--- config.mk ---
export PLATFORM = sky130hd
export DESIGN_NAME = romport_ctrl
export DESIGN_NICKNAME = d
export VERILOG_FILES = /design/src/rtl/romport_pkg.sv /design/src/rtl/romport_seq.sv /design/src/rtl/romport_mux.sv /design/src/rtl/romport_pack.sv /design/src/rtl/romport_ctrl.sv
export SDC_FILE = /design/constraint.sdc
export NUM_CORES = 1
export LEC_CHECK = 0
export CAP_MARGIN = 20
export CORE_MARGIN = 5
export CORE_UTILIZATION = 57
export CTS_CLUSTER_DIAMETER = 40
export DETAILED_ROUTE_END_ITERATION = 6
export DONT_BUFFER_PORTS = 1
export MAX_ROUTING_LAYER = met4
export PLACE_DENSITY = 0.84
export SKIP_LAST_GASP = 1
export SYNTH_ARGS = -nofsm -noshare
export SYNTH_HDL_FRONTEND = slang
export SYNTH_SLANG_ARGS = --single-unit
--- constraint.sdc ---
create_clock -name clk -period 2.2 [get_ports clk]
set_input_delay 0.44 -clock clk [delete_from_list [all_inputs] [get_ports clk]]
set_output_delay 0.44 -clock clk [all_outputs]
set_load 0.005 [all_outputs]
--- src/rtl/romport_pkg.sv ---
package romport_pkg;
    localparam int ROM_AW = 18;
    localparam int BUS_W  = 8;

    typedef enum logic [1:0] {
        ST_IDLE   = 2'd0,
        ST_ADR_LO = 2'd1,
        ST_ADR_HI = 2'd2,
        ST_DATA   = 2'd3
    } romport_state_t;
endpackage

--- src/rtl/romport_seq.sv ---
module romport_seq
    import romport_pkg::*;
#(
    parameter  int LANES  = 4,
    parameter  int WAIT_W = 4,
    localparam int IDX_W  = (LANES > 1) ? $clog2(LANES) : 1,
    localparam int WORD_W = BUS_W * LANES
) (
    input  logic                 clk,
    input  logic                 rst_n,
    input  logic                 req_valid,
    input  logic                 req_write,
    input  logic                 req_long,
    input  logic [ROM_AW-1:0]    req_addr,
    input  logic [WORD_W-1:0]    req_wdata,
    input  logic [WAIT_W-1:0]    cfg_wait,
    output romport_state_t       state_q,
    output logic                 accept,
    output logic [ROM_AW-1:0]    cur_addr,
    output logic                 cur_write,
    output logic [BUS_W-1:0]     cur_wbyte,
    output logic [IDX_W-1:0]     byte_idx,
    output logic                 data_last,
    output logic                 final_byte
);
    romport_state_t          state_d;
    logic [ROM_AW-1:0]       base_q;
    logic                    long_q;
    logic [WORD_W-1:0]       wdata_q;
    logic [WAIT_W-1:0]       wait_q;
    logic [WAIT_W-1:0]       cnt_q;
    logic [IDX_W-1:0]        idx_q;

    assign accept     = (state_q == ST_IDLE) && req_valid;
    assign data_last  = (state_q == ST_DATA) && (cnt_q == '0);
    assign final_byte = !long_q || (idx_q == IDX_W'(LANES - 1));
    assign cur_addr   = base_q + ROM_AW'(idx_q);
    assign cur_wbyte  = wdata_q[BUS_W*int'(idx_q) +: BUS_W];
    assign byte_idx   = idx_q;

    always_comb begin
        state_d = state_q;
        unique case (state_q)
            ST_IDLE:   if (req_valid) state_d = ST_ADR_LO;
            ST_ADR_LO: state_d = ST_ADR_HI;
            ST_ADR_HI: state_d = ST_DATA;
            ST_DATA:   if (cnt_q == '0) state_d = final_byte ? ST_IDLE : ST_ADR_LO;
        endcase
    end

    always_ff @(posedge clk or negedge rst_n) begin
        if (!rst_n) state_q <= ST_IDLE;
        else        state_q <= state_d;
    end

    always_ff @(posedge clk or negedge rst_n) begin
        if (!rst_n) begin
            base_q    <= '0;
            cur_write <= 1'b0;
            long_q    <= 1'b0;
            wdata_q   <= '0;
            wait_q    <= WAIT_W'(1);
            cnt_q     <= '0;
            idx_q     <= '0;
        end else begin
            if (accept) begin
                base_q    <= req_addr;
                cur_write <= req_write;
                long_q    <= req_long;
                wdata_q   <= req_wdata;
                wait_q    <= (cfg_wait == '0) ? WAIT_W'(1) : cfg_wait;
                idx_q     <= '0;
            end
            if (state_q == ST_ADR_HI) begin
                cnt_q <= wait_q - WAIT_W'(1);
            end else if (state_q == ST_DATA && cnt_q != '0) begin
                cnt_q <= cnt_q - WAIT_W'(1);
            end
            if (data_last && !final_byte) begin
                idx_q <= idx_q + IDX_W'(1);
            end
        end
    end

    // the data phase counter never exceeds the programmed length
    p_cnt_bound_r5: assert property (@(posedge clk) disable iff (!rst_n)
        (state_q == ST_DATA) |-> (cnt_q < wait_q));

    // a byte access never advances past its only lane
    p_byte_single_r7: assert property (@(posedge clk) disable iff (!rst_n)
        (!long_q && state_q != ST_IDLE) |-> (idx_q == '0));
endmodule

--- src/rtl/romport_mux.sv ---
module romport_mux
    import romport_pkg::*;
(
    input  romport_state_t       state_q,
    input  logic [ROM_AW-1:0]    cur_addr,
    input  logic                 cur_write,
    input  logic [BUS_W-1:0]     cur_wbyte,
    output logic [BUS_W-1:0]     bus_out,
    output logic                 bus_oe,
    output logic                 rom_a0,
    output logic                 rom_a1,
    output logic                 rom_ce_n
);
    always_comb begin
        bus_out  = '0;
        bus_oe   = 1'b0;
        rom_a0   = 1'b0;
        rom_a1   = 1'b0;
        rom_ce_n = 1'b1;
        unique case (state_q)
            ST_IDLE: begin
            end
            ST_ADR_LO: begin
                bus_out = {cur_addr[7:2], cur_write, !cur_write};
                bus_oe  = 1'b1;
                rom_a0  = cur_addr[16];
                rom_a1  = 1'b1;
            end
            ST_ADR_HI: begin
                bus_out = cur_addr[15:8];
                bus_oe  = 1'b1;
                rom_a0  = cur_addr[17];
            end
            ST_DATA: begin
                bus_out  = cur_write ? cur_wbyte : '0;
                bus_oe   = cur_write;
                rom_a0   = cur_addr[0];
                rom_a1   = cur_addr[1];
                rom_ce_n = 1'b0;
            end
        endcase
    end
endmodule

--- src/rtl/romport_pack.sv ---
module romport_pack
    import romport_pkg::*;
#(
    parameter  int LANES  = 4,
    localparam int IDX_W  = (LANES > 1) ? $clog2(LANES) : 1,
    localparam int WORD_W = BUS_W * LANES
) (
    input  logic                 clk,
    input  logic                 rst_n,
    input  logic                 accept,
    input  logic                 capture,
    input  logic                 finish,
    input  logic [IDX_W-1:0]     byte_idx,
    input  logic [BUS_W-1:0]     bus_in,
    output logic [WORD_W-1:0]    rdata,
    output logic                 done
);
    always_ff @(posedge clk or negedge rst_n) begin
        if (!rst_n) begin
            rdata <= '0;
            done  <= 1'b0;
        end else begin
            done <= finish;
            if (accept) begin
                rdata <= '0;
            end else if (capture) begin
                rdata[BUS_W*int'(byte_idx) +: BUS_W] <= bus_in;
            end
        end
    end

    // completion is a single-cycle pulse
    p_done_single_r9: assert property (@(posedge clk) disable iff (!rst_n)
        done |=> !done);
endmodule

--- src/rtl/romport_ctrl.sv ---
module romport_ctrl
    import romport_pkg::*;
#(
    parameter  int LANES  = 4,
    parameter  int WAIT_W = 4,
    localparam int IDX_W  = (LANES > 1) ? $clog2(LANES) : 1,
    localparam int WORD_W = BUS_W * LANES
) (
    input  logic                 clk,
    input  logic                 rst_n,
    input  logic                 req_valid,
    input  logic                 req_write,
    input  logic                 req_long,
    input  logic [ROM_AW-1:0]    req_addr,
    input  logic [WORD_W-1:0]    req_wdata,
    input  logic [WAIT_W-1:0]    cfg_wait,
    output logic                 req_busy,
    output logic                 req_done,
    output logic [WORD_W-1:0]    req_rdata,
    output logic                 rom_ce_n,
    output logic                 rom_a0,
    output logic                 rom_a1,
    output logic [BUS_W-1:0]     bus_out,
    output logic                 bus_oe,
    input  logic [BUS_W-1:0]     bus_in
);
    romport_state_t     state_q;
    logic               accept;
    logic [ROM_AW-1:0]  cur_addr;
    logic               cur_write;
    logic [BUS_W-1:0]   cur_wbyte;
    logic [IDX_W-1:0]   byte_idx;
    logic               data_last;
    logic               final_byte;

    assign req_busy = (state_q != ST_IDLE);

    romport_seq #(.LANES(LANES), .WAIT_W(WAIT_W)) u_seq (
        .clk        (clk),
        .rst_n      (rst_n),
        .req_valid  (req_valid),
        .req_write  (req_write),
        .req_long   (req_long),
        .req_addr   (req_addr),
        .req_wdata  (req_wdata),
        .cfg_wait   (cfg_wait),
        .state_q    (state_q),
        .accept     (accept),
        .cur_addr   (cur_addr),
        .cur_write  (cur_write),
        .cur_wbyte  (cur_wbyte),
        .byte_idx   (byte_idx),
        .data_last  (data_last),
        .final_byte (final_byte)
    );

    romport_mux u_mux (
        .state_q   (state_q),
        .cur_addr  (cur_addr),
        .cur_write (cur_write),
        .cur_wbyte (cur_wbyte),
        .bus_out   (bus_out),
        .bus_oe    (bus_oe),
        .rom_a0    (rom_a0),
        .rom_a1    (rom_a1),
        .rom_ce_n  (rom_ce_n)
    );

    romport_pack #(.LANES(LANES)) u_pack (
        .clk      (clk),
        .rst_n    (rst_n),
        .accept   (accept),
        .capture  (data_last && !cur_write),
        .finish   (data_last && final_byte),
        .byte_idx (byte_idx),
        .bus_in   (bus_in),
        .rdata    (req_rdata),
        .done     (req_done)
    );

    // an idle request starts a transfer on the next cycle
    p_accept_busy_r2: assert property (@(posedge clk) disable iff (!rst_n)
        (req_valid && !req_busy) |=> req_busy);

    // the first address phase is followed by the second
    p_adr_order_r3: assert property (@(posedge clk) disable iff (!rst_n)
        (req_busy && rom_a1 && rom_ce_n) |=> (req_busy && !rom_a1 && rom_ce_n && bus_oe));

    // the second address phase is followed by chip enable
    p_ce_after_hi_r4: assert property (@(posedge clk) disable iff (!rst_n)
        (req_busy && !rom_a1 && rom_ce_n) |=> !rom_ce_n);

    // a selected read never drives the bus
    p_read_float_r6: assert property (@(posedge clk) disable iff (!rst_n)
        (!rom_ce_n && !cur_write) |-> !bus_oe);

    // the bus floats and the device is deselected while idle
    p_idle_float_r10: assert property (@(posedge clk) disable iff (!rst_n)
        !req_busy |-> (!bus_oe && rom_ce_n));
endmodule

==> qor.txt, run 1 <==
Status = finished with violations
Failing checks = hold timing, setup timing
Worst EP required = 1.76 ns
Pins Over Slew Limit = 0
Worst-path clk slew = 0.10 ns
ANT cells = 0
Port bufs = 0
DRT Wirelength = 12060 um
Max-cap violations = 0
Final nets = 627
Initial Util = 58.19%
Post-synth top area cell = dfrtp_1
Leak Pwr = 2.580 nW
Syn_area_per_cell = 9.078 um2
Die Width = 101.4 um
Worst setup path startpoint = u_seq.base_q[1]
Syn. warnings = 0
Maximum clock rate = 387.0 MHz
Most frequent cells in the layout = nand2_1 (215), dfrtp_1 (94), o21ai_0 (32), buf_4 (30), nor2_1 (16)
Reg2Reg Setup Slack = 0.01 ns
Congestion Overflow GR = 0
I/O pins = 113
Largest net degree at the start of global routing = 98
Synth async-reset ratio = 100.0%
Final min period = 2.584 ns
Reg-to-reg startpoint = u_seq.byte_idx[0]
Die area = 10270 um2
Root buffer cell = clkbuf_8
P per Cell Area = 1247 nW/um2
Area contributors post-synth = dfrtp_1 (50%), nand2_1 (17%), mux4_2 (3.8%)
CP Launch Type = register
Post-Layout Cell Count = 656
DRT Pass-1 Iters = 5
Worst VDD drop = 736.0 uV
Mapped Area = 4757 um2
Critical path endpoint category = output port
Final WS setup = -0.3838 ns
Final Hold Viols = 97
Cell Rows = 33
Initial antenna violation count = 0
Number of flops mapped to enable cells by yosys = 0
R2R cell count = 10
First-pass GRT wire length = 18660 um
Clk_lat worst skew = 0.37 ns
Cells after Synth = 524
Unrepaired setup endpoints after global routing = true
Top FF cell, synth = dfrtp_1
TritonCTS buffer count = 9
Yosys reg bits = 97
Finish-stage setup viols = 9
Sequential share of the synthesized area = 51.05%
Die Y = 101.4 um
Worst EP arrival = 2.14 ns
CP max stage delay = 0.44 ns
WL/cell = 18.39 um
DR vias = 3768
Final RePlAce weighted congestion = 0.9480
Vias in the first global route = 3715
Synthesized Nets = 605
# DRC = 0
Core ar. = 8175 um2
Max FO, Critical Path = 4
Ordered cell list for the critical path = buf_6 > fa_2 > nand3_4 > nor4_2 > xor2_1 > a222oi_1 > nor2_1
Hpwl dp = 8536 um
Clock buffer depth = 2
Drt initial violations = 240
Overall Power = 6.841 mW
Hold/Removal Path Class = primary input to asynchronous set/reset pin
Type of the worst setup path = register to output port
R2R Path End = u_pack.rdata[26]
Synthesis-to-layout area growth = 15.31%
Clock skew = 0.008987 ns
CP max-delay cell = dfrtp_1
Final hold slack = -0.2475 ns
Post-synth top area share = 50.50%
Actual slew at the worst max-slew pin = 0.6111 ns
Avg Vias per Cell = 5.744
CTS sink count = 97
CTS tree = done
Synth cell types = 44
Post-DRT Antenna Nets = 0
GRT Total Usage = 24.29%
Placed Cells = 626
Fraction of layout cells with a size suffix above 1 = 18.51%
Commonest non-fill, non-tap cell in the layout = nand2_1
Fin crit share = 117.4%
Slew headroom = 59.26%
H-tree level count = 3
## cell type report
class                      instances  area (um2)
fill                             632        2690
clock inverter                     7       61.31
inverter                          11       41.29
sequential                        97        2431
tap                              105       131.4
multi-input combinational        389        2350
clock buffer                       9       123.9
timing repair buffer              38       346.6
## what timing repair did
item / 4_1_cts / 5_1_grt
pin swaps: 17 / 27
resized for setup: 16 / 27
hold endpoints to repair: 97 / 97
endpoints found under the setup margin: 10 / 32
cloned: 0 / 1
setup buffers: 2 / 12
## flip-flops by register name, indices dropped and copies added, names as in the netlist
register,count
u_seq.byte_idx,2
u_pack.rdata,32
u_seq.cnt_q,4
u_seq.wdata_q,32
u_seq.long_q,1
u_pack.done,1
u_seq.state_q,2
u_seq.cur_write,1
u_seq.wait_q,4
u_seq.base_q,18
## critical path, delay by kind of cell (launching register included)
family / cells / cell delay [ns]
flip-flops: 1 / 0.44
adder cells (fa/ha/maj): 1 / 0.43
AO/OA/AOI/OAI: 1 / 0.33
AND/OR/NAND/NOR: 3 / 0.28
XOR/XNOR: 1 / 0.15
buffers and inverters: 1 / 0.14
## synth_stat cells (all sizes together), types with 2 or more instances
library cell / n
o21a: 2
nor4: 7
clkbuf: 19
o21ai: 36
a21oi: 13
or4: 2
a22o: 7
mux4: 8
and4: 4
buf: 8
nor3: 9
xnor2: 6
ha: 13
a22oi: 4
xor2: 11
nand2: 217
mux2i: 5
dfrtp: 96
nand3: 10
a222oi: 5
inv: 11
nand4: 3
nor2: 16
## where the power goes
part	leakage [nW]	switching [mW]	internal, mW
registers	1.25	0.515	2.40
clock network	0.0884	0.671	0.431
logic	1.24	1.60	1.22
## per-stage QoR
stage,util [%],cell area [um2],setup slack (ns),TNS [ns]
2_1_floorplan,-,4772,-0.005954,-0.005954
3_3_place_gp,60.77,4969,-0.01413,-0.02586
3_5_place_dp,60.77,4969,-0.04137,-0.1076
4_1_cts,64.16,5245,-0.4621,-3.459
5_1_grt,67.10,5485,-0.4538,-4.373
6_report,67.10,5485,-0.3838,-3.030
## worst max path at each step
stage / endpoint / depth (start not counted)
after global placement: bus_out[2] / 7
after floorplan: bus_out[7] / 6
after CTS: bus_out[7] / 6
after global routing: bus_out[3] / 9
final: bus_out[4] / 7
after detailed placement: bus_out[7] / 6
## metal layers
metal / GRT usage (%) / wire length [um] / vias up
met3: 4.821 / 856 / 27
met2: 39.24 / 6005 / 145
li1: - / - / 1790
met1: 29.88 / 4859 / 1806
met4: 10.22 / 342 / 0
met5: - / 0 / -
## cells by family (layout without fill, tap and decap cells)
group / after synthesis / after routing / share of synthesized area (%)
and+or+nand+nor: 272 / 272 / 24.17
DFF: 97 / 97 / 51.05
AOI/OAI and AO/OA: 73 / 73 / 9.416
buffers and inverters: 38 / 65 / 3.551
xor gates and xnor gates: 17 / 17 / 3.130
adders and majority gates: 14 / 14 / 3.840
muxes: 13 / 13 / 4.840
(Power assumes the default switching activity.)
==> inputs of run 2 (changes only) <==
--- a/config.mk
+++ b/config.mk
@@ -5,14 +5,15 @@
 export SDC_FILE = /design/constraint.sdc
 export NUM_CORES = 1
 export LEC_CHECK = 0
+export ABC_AREA = 1
 export CAP_MARGIN = 20
 export CORE_MARGIN = 5
-export CORE_UTILIZATION = 57
+export CORE_UTILIZATION = 58
 export CTS_CLUSTER_DIAMETER = 40
 export DETAILED_ROUTE_END_ITERATION = 6
 export DONT_BUFFER_PORTS = 1
 export MAX_ROUTING_LAYER = met4
-export PLACE_DENSITY = 0.84
+export PLACE_DENSITY = 0.85
 export SKIP_LAST_GASP = 1
 export SYNTH_ARGS = -nofsm -noshare
 export SYNTH_HDL_FRONTEND = slang
==> run 2 against run 1 <==
  * The flow still finishes with violations (hold timing, setup timing)
  * Sequential power is essentially flat
  * Core utilization shrank 2.5 points
  * Cell count grew 18%
  * Sequential share of layout area shrank 1.2 points
  * Worst setup slack gained 0.12 ns
  * Critical endpoint is now bus_out[6]
  * Highest routed layer unchanged
==> qor.txt, run 2 <==
Initial antenna violation count = 0 (unchanged)
CTS tree = done
Maximum clock rate = 406.7 MHz (+5.1%)
Worst-path clk slew = 0.11 ns (about the same)
Worst EP arrival = 2.02 ns (-0.12 ns)
Mapped Area = 5190 um2 (+9.1%)
Failing checks = hold timing, setup timing
Worst VDD drop = 732.4 uV (-0.49%)
Max FO, Critical Path = 4 (unchanged)
Largest regs = u_pack.rdata x32, u_seq.wdata_q x32, u_seq.base_q x18
ANT cells = 0 (unchanged)
P per Cell Area = 1245 nW/um2 (-0.21%)
Die Width = 104.6 um (+3.2%)
Top FF cell, synth = dfrtp_1
Number of flops mapped to enable cells by yosys = 0 (unchanged)
GRT Total Usage = 23.79% (-0.50 points)
DR vias = 4330 (+15%)
Yosys reg bits = 97 (unchanged)
Leak Pwr = 2.718 nW (+5.3%)
Filler instances = 747 (+18%)
Post-synth top area cell = dfrtp_1
Register area = 2430 um2 (about the same)
CP max-delay cell = dfrtp_1
Final WS setup = -0.2589 ns (+0.1249 ns)
Most frequent cells in the layout = nand2_1 (249), dfrtp_1 (95), inv_1 (50), o21ai_0 (39), nor2_1 (38)
Fin crit share = 111.8% (-5.7 points)
Final RePlAce weighted congestion = 0.8942 (-5.7%)
Critical path endpoint category = output port
Die area = 10940 um2 (+6.5%)
WL/cell = 16.23 um (-12%)
Slew headroom = 63.68% (+4.4 points)
Cells after Synth = 663 (+27%)
Unrepaired setup endpoints after global routing = true
Hold/Removal Path Class = primary input to asynchronous set/reset pin
Commonest non-fill, non-tap cell in the layout = nand2_1
Largest net degree at the start of global routing = 98 (unchanged)
Clock skew = 0.01489 ns (+0.005900 ns)
Actual slew at the worst max-slew pin = 0.5428 ns (-0.06834 ns)
Worst EP required = 1.76 ns (about the same)
Final hold slack = -0.2544 ns (-0.006900 ns)
Sequential share of the synthesized area = 46.79% (-4.3 points)
Multi-input gate area = 2552 um2 (+8.6%)
# DRC = 0 (unchanged)
Placed Cells = 756 (+21%)
Syn. warnings = 0 (unchanged)
Initial Util = 59.51% (+1.3 points)
Congestion Overflow GR = 0 (unchanged)
Synth async-reset ratio = 100.0% (unchanged)
Area contributors post-synth = dfrtp_1 (46%), nand2_1 (18%), o21ai_2 (4.1%)
Drt initial violations = 298 (+24%)
Post-Layout Cell Count = 775 (+18%)
DRT Pass-1 Iters = 5 (unchanged)
First-pass GRT wire length = 20870 um (+12%)
Synthesized Nets = 744 (+23%)
Status = finished with violations
Ordered cell list for the critical path = ha_4 > fa_2 > nand2_2 > nor2_2 > buf_6 > a21oi_2 > nor2_1 > a21oi_2 > a21oi_2
Final min period = 2.459 ns (-0.1249 ns)
Post-synth top cells = nand2_1 (254), dfrtp_1 (96), inv_1 (50), nor2_1 (42), o21ai_0 (40)
Most common cell in the netlist = nand2_1
Type of the worst setup path = register to output port
CP max stage delay = 0.43 ns (about the same)
Cell Rows = 34 (+3.0%)
Avg Vias per Cell = 5.587 (-2.7%)
DRT Wirelength = 12580 um (+4.3%)
Die Y = 104.6 um (+3.2%)
CTS sink count = 97 (unchanged)
Syn_area_per_cell = 7.828 um2 (-14%)
Core ar. = 8721 um2 (+6.7%)
Final Hold Viols = 97 (unchanged)
TritonCTS buffer count = 9 (unchanged)
Clock buffer depth = 2 (unchanged)
Max-cap violations = 0 (unchanged)
H-tree level count = 3 (unchanged)
Synth cell types = 38 (-14%)
Hpwl dp = 9072 um (+6.3%)
Root buffer cell = clkbuf_8
Final nets = 743 (+19%)
Port bufs = 0 (unchanged)
CP Launch Type = register
Clk_lat worst skew = 0.38 ns (about the same)
Synthesis-to-layout area growth = 8.607%
Vias in the first global route = 4427 (+19%)
Post-synth top area share = 46.29% (-4.2 points)
Cell seen most often among critical-path stages = a21oi_2
Fraction of layout cells with a size suffix above 1 = 16.19% (-2.3 points)
Post-DRT Antenna Nets = 0 (unchanged)
Pre-CTS WS = 0.02763 ns (+0.06901 ns)
Pins Over Slew Limit = 0 (unchanged)
I/O pins = 113 (unchanged)
Finish-stage setup viols = 9 (unchanged)
[run 2: cell types whose count changed after synthesis, sizes merged, moves of 9 or more]
cell / delta
nand2: +46
inv: +42
o21ai: +42
nand3: +31
nor2: +30
clkbuf: -16
buf: +14
xor2: -9
[run 2: area by class of cell]
| class | instances | area share, % |
|---|---|---|
| multi-input cells | 488 | 45.28 |
| repair buffers | 13 | 2.020 |
| clock buffers | 11 | 2.686 |
| well taps | 108 | 2.397 |
| clock inverters | 5 | 0.7991 |
| flip-flops and latches | 97 | 43.11 |
| inverters | 53 | 3.707 |
[run 2: timing repair]
item                       CTS  global route
buffers inserted             2             1
hold endpoints to repair    97            97
pin swaps                   11             5
gates cloned                 0             0
setup endpoints to repair    9            17
gates resized for setup     25            15
[run 2: worst paths after layout]
check | end | cells after the start | start | slack (ns)
worst min register to register | u_seq.wdata_q[20] | 2 | u_seq.wdata_q[20] | 0.49
worst max-delay path | bus_out[6] | 9 | u_seq.base_q[0] | -0.26
max in group asynchronous | u_seq.wait_q[0] | 0 | rst_n | 2.22
worst max register to register | u_pack.rdata[24] | 8 | u_seq.byte_idx[0] | 0.18
min in group clk | u_seq.wdata_q[2] | 2 | req_wdata[2] | 0.17
worst min-delay path | u_seq.wdata_q[26] | 0 | rst_n | -0.25
[run 2: report_power, final]
group          internal [mW]  switching (mW)
registers               2.41           0.504
logic                  0.988            1.93
clock network          0.490           0.691
[run 2: cell families after synthesis]
kind of cell / share of synthesized area (%)
AND/OR/NAND/NOR: 29.15
AO/OA/AOI/OAI: 13.52
flip-flops: 46.79
buffers and inverters: 6.678
adder cells (fa/ha/maj): 3.520
XOR/XNOR: 0.3376
[run 2: metal layers]
metal | up-vias | GRT usage, % | share of wire [%]
met5 | - | - | 0
met3 | 36 | 4.871 | 6.7
met4 | 0 | 10.23 | 3.2
li1 | 2111 | - | -
met2 | 150 | 38.01 | 49
met1 | 2033 | 29.50 | 41
[run 2: critical path: cells and delay by family (launching register included)]
kind                       cells  cell delay, ns
AOI/OAI and AO/OA              3            0.33
adders and majority gates      2            0.57
and+or+nand+nor                3            0.19
DFF                            1            0.43
buffers and inverters          1            0.12
[run 2: stage by stage]
stage | power (mW) | util (%) | TNS [ns] | area (um2)
after global placement | 5.560 | 60.40 | 0 | 5268
after CTS | 6.948 | 63.73 | -1.922 | 5558
after floorplan | 4.956 | - | 0 | 5190
after detailed placement | 5.675 | 60.40 | 0 | 5268
after global routing | 7.576 | 64.63 | -2.721 | 5637
final | 7.015 | 64.63 | -1.855 | 5637
==> inputs of run 3 (changes only) <==
--- a/config.mk
+++ b/config.mk
@@ -8,12 +8,12 @@
 export ABC_AREA = 1
 export CAP_MARGIN = 20
 export CORE_MARGIN = 5
-export CORE_UTILIZATION = 58
+export CORE_UTILIZATION = 59
 export CTS_CLUSTER_DIAMETER = 40
 export DETAILED_ROUTE_END_ITERATION = 6
 export DONT_BUFFER_PORTS = 1
 export MAX_ROUTING_LAYER = met4
-export PLACE_DENSITY = 0.85
+export PLACE_DENSITY = 0.84
 export SKIP_LAST_GASP = 1
 export SYNTH_ARGS = -nofsm -noshare
 export SYNTH_HDL_FRONTEND = slang
==> constraint.sdc (replaced) <==
create_clock -name clk -period 3 [get_ports clk]
set_input_delay 0.6 -clock clk [delete_from_list [all_inputs] [get_ports clk]]
set_output_delay 0.6 -clock clk [all_outputs]
set_load 0.005 [all_outputs]
==> run 3 against run 2 <==
  * The flow now finishes without violations
  * Global-route usage down 1.1 points
  * Core utilization down 1.6 points
  * Critical path depth down 1
  * Clock-buffer cell count down 2
  * Die area down 1.5%
  * Sequential power down 27%
  * Critical path type unchanged
  * Largest cell class is now sequential cells
==> qor.txt, run 3 (same netlist as run 2, synthesis figures left out) <==
TritonCTS buffer count = 9 (unchanged)
Register area = 2430 um2 (unchanged)
GRT Total Usage = 22.70% (-1.1 points)
Actual slew at the worst max-slew pin = 0.6486 ns (+0.1057 ns)
I/O pins = 113 (unchanged)
H-tree level count = 3 (unchanged)
Max-cap violations = 0 (unchanged)
Pins Over Slew Limit = 0 (unchanged)
Core ar. = 8636 um2 (-0.98%)
Filler instances = 784 (+5.0%)
# DRC = 0 (unchanged)
Fraction of layout cells with a size suffix above 1 = 10.50% (-5.7 points)
Post-DRT Antenna Nets = 0 (unchanged)
Die area = 10770 um2 (-1.5%)
Finish-stage setup viols = 0 (-9)
Commonest non-fill, non-tap cell in the layout = nand2_1
Worst VDD drop = 456.5 uV (-38%)
Final nets = 733 (-1.3%)
Cell Rows = 34 (unchanged)
CP Launch Type = register
Synthesis-to-layout area growth = 4.822%
Final RePlAce weighted congestion = 0.9268 (+3.6%)
Largest regs = u_pack.rdata x32, u_seq.wdata_q x32, u_seq.base_q x18
Initial antenna violation count = 0 (unchanged)
DRT Wirelength = 12010 um (-4.5%)
Drt initial violations = 232 (-22%)
Placed cell area = 5195 um2 (-1.4%)
Avg Vias per Cell = 5.571 (-0.28%)
DRT Pass-1 Iters = 5 (unchanged)
Slew headroom = 56.76% (-6.9 points)
ANT cells = 0 (unchanged)
Hold/Removal Path Class = primary input to asynchronous set/reset pin
Multi-input gate area = 2415 um2 (-5.4%)
Max FO, Critical Path = 5 (+1)
Final hold slack = 0.07070 ns (+0.3251 ns)
Unrepaired setup endpoints after global routing = false
Setup repair bufs after CTS = 0 (-2)
WL/cell = 15.70 um (-3.3%)
Final Hold Viols = 0 (-100%)
CTS tree = done
Type of the worst setup path = register to output port
Maximum clock rate = 357.6 MHz
Status = finished clean
Worst-path clk slew = 0.10 ns (about the same)
Worst EP arrival = 2.20 ns (+0.18 ns)
Congestion Overflow GR = 0 (unchanged)
Final core occ = 63.00% (-1.6 points)
Clock buffer depth = 2 (unchanged)
Fin Setup TNS = 0 ns (+1.855 ns)
Largest net degree at the start of global routing = 97 (-1.0%)
Vias in the first global route = 4133 (-6.6%)
Final min period = 2.797 ns
Initial Util = 60.10% (+0.59 points)
Clk_lat worst skew = 0.37 ns (about the same)
First-pass GRT wire length = 19790 um (-5.2%)
Clock skew = 0.01488 ns (-0.000002400 ns)
Worst EP required = 2.40 ns (+0.64 ns)
Hpwl dp = 8635 um (-4.8%)
CTS sink count = 97 (unchanged)
Port bufs = 0 (unchanged)
P per Cell Area = 922.4 nW/um2 (-26%)
Die Y = 103.8 um (-0.77%)
Die Width = 103.8 um (-0.77%)
Critical path endpoint category = output port
Leak Pwr = 2.657 nW (-2.3%)
Most frequent cells in the layout = nand2_1 (254), dfrtp_1 (95), inv_1 (50), nor2_1 (42), o21ai_0 (40)
Fin crit share = 93.22%
Root buffer cell = clkbuf_8
Post-route cell area = 5440 um2 (-3.5%)
DR vias = 4262 (-1.6%)
## run 3: cell count changes in the layout (fill, tap and decap cells not counted), moves of 3 or more
cell     delta
a21oi_1    +10
nand2_4     -3
ha_1        +4
inv_6       +3
buf_4       -9
nor2_1      +4
a21oi_2    -10
nor2_2      -4
nand2_1     +5
## run 3: worst paths after layout
path,start,end,slack [ns],cells past startpoint
max in group asynchronous,rst_n,u_seq.byte_idx[1],2.49,1
setup / recovery,u_seq.byte_idx[0],bus_out[2],0.20,8
hold / removal,rst_n,u_seq.wait_q[0],0.07,0
min in group clk,req_wdata[5],u_seq.wdata_q[5],0.33,2
setup reg to reg,u_seq.byte_idx[0],u_pack.rdata[2],0.70,8
hold reg to reg,u_seq.wdata_q[17],u_seq.wdata_q[17],0.49,2
## run 3: cell type report
| cell class | instances | area share [%] |
|---|---|---|
| clock buffer | 9 | 2.277 |
| clock inverter | 7 | 1.702 |
| inverter | 53 | 3.703 |
| multi-input combinational | 488 | 44.39 |
| sequential | 97 | 44.66 |
| tap | 108 | 2.484 |
| timing repair buffer | 3 | 0.7820 |
## run 3: metal layers
metal | track usage [%] | wire length [um] | vias up
met5 | - | 0 | -
met4 | 9.158 | 309 | 0
met3 | 3.794 | 590 | 26
met2 | 36.98 | 6101 | 112
met1 | 28.27 | 5009 | 2029
li1 | - | - | 2095
## run 3: power by group
part / switching, mW / internal, mW
Combinational: 1.35 / 0.630
Sequential: 0.348 / 1.77
Clock: 0.512 / 0.411
Total: 2.21 / 2.81
## run 3: metrics by stage
step                      total power [mW]  instances  worst slack, ns
after detailed placement             4.082        748           0.5791
after global placement               3.999        748           0.6294
after CTS                            5.045        765           0.1674
after floorplan                      3.634        663           0.7014
final                                5.018        765           0.2033
after global routing                 5.434        765          0.09860
## run 3: what timing repair did
item,in CTS,in global routing
hold buffers,1,0
endpoints found under the setup margin,0,3
hold endpoints to repair,96,0
resized for setup,0,1
## run 3: worst max-delay path: stages, from the launching register on
cell and delay (ns):
dfrtp_1 0.39, ha_1 0.24, fa_1 0.44, nand2_1 0.10, nor2_2 0.06, and3_1 0.17
nand2_1 0.10, nand3_1 0.08, a21oi_1 0.25
